## src/rtl/dbi_pkg.sv

```systemverilog
package dbi_pkg;
   // Default geometry of the codec.
   localparam int unsigned DEF_DATA_W = 64;
   localparam int unsigned DEF_LANE_W = 16;

   // Number of lanes for a given geometry.
   function automatic int unsigned lane_count(input int unsigned data_w, input int unsigned lane_w);
      return data_w / lane_w;
   endfunction

   // Width of a counter able to hold 0..n.
   function automatic int unsigned cnt_width(input int unsigned n);
      return $clog2(n + 1);
   endfunction
endpackage

```

## src/rtl/dbi_lane_enc.sv

```systemverilog
module dbi_lane_enc
   import dbi_pkg::*;
#(
   parameter int unsigned LANE_W = DEF_LANE_W
) (
   input  logic [LANE_W-1:0] data_i,
   input  logic [LANE_W-1:0] prev_wire_i,
   output logic [LANE_W-1:0] wire_o,
   output logic              inv_o
);
   localparam int unsigned CNT_W = cnt_width(LANE_W);
   localparam int unsigned HALF  = LANE_W / 2;

   logic [LANE_W-1:0] plain_wire;
   logic [LANE_W-1:0] diff;
   logic [CNT_W-1:0]  n_change;

   // Active-low: an uninverted lane drives the complement of the data.
   assign plain_wire = ~data_i;
   assign diff       = plain_wire ^ prev_wire_i;

   always_comb begin
      n_change = '0;
      for (int i = 0; i < int'(LANE_W); i++) begin
         n_change = n_change + CNT_W'(diff[i]);
      end
   end

   // Strictly more than half must change before the lane is flipped.
   assign inv_o  = (n_change > CNT_W'(HALF));
   assign wire_o = inv_o ? data_i : plain_wire;
endmodule

```

## src/rtl/dbi_tx.sv

```systemverilog
module dbi_tx
   import dbi_pkg::*;
#(
   parameter int unsigned DATA_W = DEF_DATA_W,
   parameter int unsigned LANE_W = DEF_LANE_W
) (
   input  logic                                 clk,
   input  logic                                 rst_n,
   input  logic                                 valid_i,
   input  logic [DATA_W-1:0]                    data_i,
   output logic                                 valid_o,
   output logic [DATA_W-1:0]                    bus_n_o,
   output logic [lane_count(DATA_W,LANE_W)-1:0] flag_n_o
);
   localparam int unsigned LANES = lane_count(DATA_W, LANE_W);
   localparam int unsigned HALF  = LANE_W / 2;

   logic [DATA_W-1:0] bus_q;
   logic [LANES-1:0]  flag_q;
   logic              valid_q;
   logic [DATA_W-1:0] nxt_wire;
   logic [LANES-1:0]  nxt_inv;

   for (genvar k = 0; k < int'(LANES); k++) begin : g_lane
      dbi_lane_enc #(.LANE_W(LANE_W)) u_enc (
         .data_i      (data_i[k*LANE_W +: LANE_W]),
         .prev_wire_i (bus_q[k*LANE_W +: LANE_W]),
         .wire_o      (nxt_wire[k*LANE_W +: LANE_W]),
         .inv_o       (nxt_inv[k])
      );

      // at most half the data wires of a lane switch per driven word
      assert_toggle_limit_R10: assert property (@(posedge clk) disable iff (!rst_n)
         valid_q |-> ($countones(bus_q[k*LANE_W +: LANE_W] ^ $past(bus_q[k*LANE_W +: LANE_W])) <= HALF));

      // a low flag means the wires carry the data itself, a high flag its complement
      assert_flag_meaning_R4: assert property (@(posedge clk) disable iff (!rst_n)
         valid_q |-> (bus_q[k*LANE_W +: LANE_W] ==
                      (flag_q[k] ? ~$past(data_i[k*LANE_W +: LANE_W])
                                 :  $past(data_i[k*LANE_W +: LANE_W]))));
   end

   always_ff @(posedge clk) begin
      if (!rst_n) begin
         bus_q   <= '1;
         flag_q  <= '1;
         valid_q <= 1'b0;
      end else begin
         valid_q <= valid_i;
         if (valid_i) begin
            bus_q  <= nxt_wire;
            flag_q <= ~nxt_inv;
         end
      end
   end

   // the wire image and flags hold across idle cycles
   assert_idle_hold_R7: assert property (@(posedge clk) disable iff (!rst_n)
      !valid_i |=> ($stable(bus_q) && $stable(flag_q)));

   // output valid follows input valid by one clock
   assert_valid_delay_R7: assert property (@(posedge clk) disable iff (!rst_n)
      valid_i |=> valid_q);

   assign valid_o  = valid_q;
   assign bus_n_o  = bus_q;
   assign flag_n_o = flag_q;
endmodule

```

## src/rtl/dbi_rx.sv

```systemverilog
module dbi_rx
   import dbi_pkg::*;
#(
   parameter int unsigned DATA_W = DEF_DATA_W,
   parameter int unsigned LANE_W = DEF_LANE_W,
   parameter bit          RX_REG = 1'b1
) (
   input  logic                                 clk,
   input  logic                                 rst_n,
   input  logic                                 valid_i,
   input  logic [DATA_W-1:0]                    bus_n_i,
   input  logic [lane_count(DATA_W,LANE_W)-1:0] flag_n_i,
   output logic                                 valid_o,
   output logic [DATA_W-1:0]                    data_o
);
   localparam int unsigned LANES = lane_count(DATA_W, LANE_W);

   logic [DATA_W-1:0] dec;

   for (genvar k = 0; k < int'(LANES); k++) begin : g_lane
      // Undo the active-low convention, then undo inversion when the flag is low.
      assign dec[k*LANE_W +: LANE_W] = ~bus_n_i[k*LANE_W +: LANE_W] ^ {LANE_W{~flag_n_i[k]}};
   end

   if (RX_REG) begin : g_reg
      logic [DATA_W-1:0] data_q;
      logic              valid_q;

      always_ff @(posedge clk) begin
         if (!rst_n) begin
            data_q  <= '0;
            valid_q <= 1'b0;
         end else begin
            valid_q <= valid_i;
            if (valid_i) data_q <= dec;
         end
      end

      assign data_o  = data_q;
      assign valid_o = valid_q;

      // registered valid tracks the input valid one clock later
      assert_rx_valid_on_R9: assert property (@(posedge clk) disable iff (!rst_n)
         valid_i |=> valid_q);
      assert_rx_valid_off_R9: assert property (@(posedge clk) disable iff (!rst_n)
         !valid_i |=> !valid_q);

      for (genvar k = 0; k < int'(LANES); k++) begin : g_chk
         // each decoded lane equals the received wires or their complement, as the flag says
         assert_rx_lane_R8: assert property (@(posedge clk) disable iff (!rst_n)
            valid_q |-> ((data_q[k*LANE_W +: LANE_W] ^ $past(bus_n_i[k*LANE_W +: LANE_W]))
                          == {LANE_W{$past(flag_n_i[k])}}));
      end
   end else begin : g_comb
      assign data_o  = dec;
      assign valid_o = valid_i;
   end
endmodule

```

## src/rtl/dbi_codec.sv

```systemverilog
module dbi_codec
   import dbi_pkg::*;
#(
   parameter int unsigned DATA_W = DEF_DATA_W,
   parameter int unsigned LANE_W = DEF_LANE_W,
   parameter bit          RX_REG = 1'b1
) (
   input  logic                                 clk,
   input  logic                                 rst_n,
   input  logic                                 tx_valid_i,
   input  logic [DATA_W-1:0]                    tx_data_i,
   output logic                                 tx_valid_o,
   output logic [DATA_W-1:0]                    tx_bus_n_o,
   output logic [lane_count(DATA_W,LANE_W)-1:0] tx_flag_n_o,
   input  logic                                 rx_valid_i,
   input  logic [DATA_W-1:0]                    rx_bus_n_i,
   input  logic [lane_count(DATA_W,LANE_W)-1:0] rx_flag_n_i,
   output logic                                 rx_valid_o,
   output logic [DATA_W-1:0]                    rx_data_o
);
   // Elaboration-time parameter checks.
   if (LANE_W < 2) begin : g_bad_lane
      $error("dbi_codec: LANE_W must be at least 2");
   end
   if ((DATA_W % LANE_W) != 0) begin : g_bad_split
      $error("dbi_codec: DATA_W must be a multiple of LANE_W");
   end

   dbi_tx #(.DATA_W(DATA_W), .LANE_W(LANE_W)) u_tx (
      .clk      (clk),
      .rst_n    (rst_n),
      .valid_i  (tx_valid_i),
      .data_i   (tx_data_i),
      .valid_o  (tx_valid_o),
      .bus_n_o  (tx_bus_n_o),
      .flag_n_o (tx_flag_n_o)
   );

   dbi_rx #(.DATA_W(DATA_W), .LANE_W(LANE_W), .RX_REG(RX_REG)) u_rx (
      .clk      (clk),
      .rst_n    (rst_n),
      .valid_i  (rx_valid_i),
      .bus_n_i  (rx_bus_n_i),
      .flag_n_i (rx_flag_n_i),
      .valid_o  (rx_valid_o),
      .data_o   (rx_data_o)
   );

   // bus idles high with flags deasserted right after reset
   assert_reset_idle_R5: assert property (@(posedge clk)
      !rst_n |=> (tx_bus_n_o == '1 && tx_flag_n_o == '1 && !tx_valid_o));
endmodule

```

## config.mk

```make
export PLATFORM = sky130hd
export DESIGN_NAME = dbi_codec
export DESIGN_NICKNAME = d
export VERILOG_FILES = /design/src/rtl/dbi_pkg.sv /design/src/rtl/dbi_lane_enc.sv /design/src/rtl/dbi_tx.sv /design/src/rtl/dbi_rx.sv /design/src/rtl/dbi_codec.sv
export SDC_FILE = /design/constraint.sdc
export NUM_CORES = 1
export LEC_CHECK = 0
export BUFFER_PORTS_ARGS = -buffer_cell sky130_fd_sc_hd__buf_4
export CORE_MARGIN = 2
export CORE_UTILIZATION = 47
export DETAILED_ROUTE_END_ITERATION = 8
export PLACE_DENSITY = 0.86
export SLEW_MARGIN = 20
export SYNTH_ARGS = -nofsm -noshare
export SYNTH_HDL_FRONTEND = slang
export SYNTH_SLANG_ARGS = --single-unit
```

## constraint.sdc

```tcl
create_clock -name clk -period 5.5 [get_ports clk]
set_clock_uncertainty 0.2 [all_clocks]
set_input_delay 0.55 -clock clk [delete_from_list [all_inputs] [get_ports clk]]
set_output_delay 0.55 -clock clk [all_outputs]
set_load 0.05 [all_outputs]
```

==> out/metrics.yaml <==
timing:
  min_period_ns: 5.23
  final-max-slew-violation-count: 0
  finalHoldViolCount: 0
  finalSetupTns_ns: 0
  setup_viol: 0
  post-route-period-util_pct: 95.1
  worst_slack_ns: 0.268
  max_freq_mhz: 191
  relSlewSlack_pct: 43.6
  tightest_slew_ns: 0.847
  rsz0062_at_grt: "false"
finish:
  instances_no_fill: 1338
  drive_gt1_share_pct: 32.4
  layout.nets: 1296
  syn_to_final_growth_pct: 33.4
  finalInstanceArea_um2: 11000
  antennaDiodeCount: 0
place:
  dp_slack_ns: -0.109
  placed_cell_area_um2: 10400
  gp_congestion: 0.821
  dp_hpwl_um: 15500
  dp.cells: 1306
  portBuffers: 269
synth:
  yosysTopAreaCell: "dfxtp_1"
  dominantRegCellSynth: "dfxtp_1"
  ys_ff_latch: 134
  syn_area_per_cell_um2: 9.53
  ys_seq_area_share_pct: 32.4
  synth.most_common_cell: "dfxtp_1"
  yosysWarningCount: 0
  netlist_instances: 868
  synth_edf_count: 0
  syn-num-nets: 1064
  yosys.area.top_type_share_pct: 32.4
  ys_top_cells_by_area: "dfxtp_1 32%, xnor2_1 11%, fa_1 9.7%"
  synthArstFlopShare_pct: 0
  yosys-top-cells-count: "134 x dfxtp_1, 108 x xnor2_1, 83 x inv_1"
  synthesis.area_um2: 8270
  yosysUniqueCellTypes: 42
die:
  core_um2: 17200
  fp.dieW_um: 137
  start_util_pct: 48.0
  rows: 48
  die_area_um2: 18700
  io_pins: 270
  die_height_um: 137
critical_path:
  worstSetupEndpointType: "register"
  r2r_slack_ns: 0.27
  crit_top_cell: "fa_1"
  path_cells: "xor2_1 -> fa_1 -> inv_1 -> fa_1 -> fa_1 -> inv_1 -> fa_1 -> inv_1 -> ha_1 -> inv_1 -> fa_1 -> nor3b_1 -> a32oi_1 -> o32ai_4 -> buf_12 -> or3_1 -> a31o_2"
  crit_required_ns: 5.61
  cp_top_family: "adder cells"
  cp.arrival_ns: 5.34
  crit_path_max_incr_delay_ns: 0.54
  crit_slowest_cell: "fa_1"
  crit_buf_inv: 5
  cp_max_fo: 19
  start_kind: "register"
  path_class: "register to register"
global_routing:
  grt_pass1_wl_um: 32800
  grt_max_degree: 130
  grt_overflow: 0
  antenna_found_initial: 0
  grt_usage_pct: 22.1
  grt_pass1_vias: 6849
clocking:
  clk_latency_ns: 0.42
  post_cts.repair.setup_buffers: 0
  clockRootBuffer: "clkbuf_16"
  numCtsBuffers: 17
  cts_tree: "built"
  cts_max_level: 4
  numClockSinks: 134
  holdBufCountCts: 0
  path_clk_slew_ns: 0.07
  cts_buffer_depth: 2
route:
  final_antenna_net_count: 0
  via_count: 6881
  drt-initial-drc-count: 331
  dr.pass1.iters: 4
  routed_wirelength_um: 21000
  drc_errors: 0
  avgRoutedWirePerCell_um: 15.7
  vias_per_cell: 5.14
job:
  cap_viol_max_count: 0
worst_hold_path:
  hp-class: "input pin to register"
run_status:
  status: "complete, no violations"
==> flip-flops by register name, summed over array words and instances (netlist names) <==
name,cells
u_tx.bus_n_o,64
u_rx.valid_o,1
u_tx.valid_o,1
u_rx.data_o,64
u_tx.flag_n_o,4
==> worst reg2reg max path: cells and delay by family, from the launching register on <==
| kind | cells | cell delay [ns] |
|---|---|---|
| buf+inv | 5 | 0.42 |
| simple gates | 2 | 0.51 |
| xor+xnor | 1 | 0.19 |
| flops | 1 | 0.34 |
| fa+ha+maj | 6 | 2.72 |
| compound gates | 3 | 0.72 |
==> cells by family (layout without fill, tap and decap cells) <==
family          after synthesis  in the layout  synth area share [%]
xor+xnor                    160            160                  17.8
compound gates              246            246                  22.5
simple gates                120            120                  7.49
buf+inv                     148            393                  7.11
fa+ha+maj                    60             60                  12.7
flops                       134            134                  32.4
==> cell usage in the layout (no fill, tap or decap), types with 3 or more instances in the layout <==
master | Yosys | final
nand2_1 | 68 | 68
o21ai_1 | 18 | 18
xor2_2 | 9 | 9
a31o_2 | 33 | 33
a21o_1 | 3 | 3
inv_1 | 83 | 83
or3_1 | 32 | 32
a21boi_0 | 32 | 32
ha_1 | 20 | 20
xor2_1 | 43 | 43
nand3b_1 | 3 | 3
buf_4 | 0 | 274
inv_8 | 0 | 4
buf_12 | 1 | 3
fa_1 | 40 | 40
dfxtp_1 | 134 | 134
xnor2_1 | 108 | 108
o211a_1 | 64 | 64
o21ai_0 | 81 | 81
inv_6 | 0 | 7
clkbuf_16 | 0 | 17
==> layout make-up <==
class,count,area (µm²)
multi-input cells,586,5020
repair buffers,278,2130
well taps,225,282
flip-flops and latches,134,2680
inverters,83,312
clock buffers,17,425
fillers,1371,6200
clock inverters,15,180
==> stage by stage <==
step | util [%] | hold WS (ns)
floorplan | - | 0.504
global placement | 60.4 | 0.261
detailed placement | 60.4 | 0.267
CTS | 63.9 | 0.199
global route | 64.0 | 0.207
finish | 64.0 | 0.218
==> worst paths after layout <==
kind,cells after the start,startpoint,to
min,3,tx_data_i[29],u_tx.bus_n_o[29]
max,17,u_tx.bus_n_o[32],u_tx.bus_n_o[45]
min reg2reg,1,u_rx.data_o[14],u_rx.data_o[14]
max reg2reg,17,u_tx.bus_n_o[32],u_tx.bus_n_o[45]
==> routing by layer <==
| layer | up-vias | GRT usage (%) | routed length [µm] |
|---|---|---|---|
| met1 | 3248 | 25.3 | 8370 |
| met4 | 0 | 7.70 | 434 |
| met5 | - | 0 | 0 |
| met2 | 219 | 38.6 | 10400 |
| li1 | 3377 | - | - |
| met3 | 37 | 7.15 | 1770 |
==> what timing repair did <==
item                       4_1_cts  5_1_grt
setup endpoints to repair        0       14
hold endpoints to repair         0        0
resized for setup                0        1
Power is not shown: default switching activity piles up to over one toggle a cycle in this logic, so the estimate is an artifact.
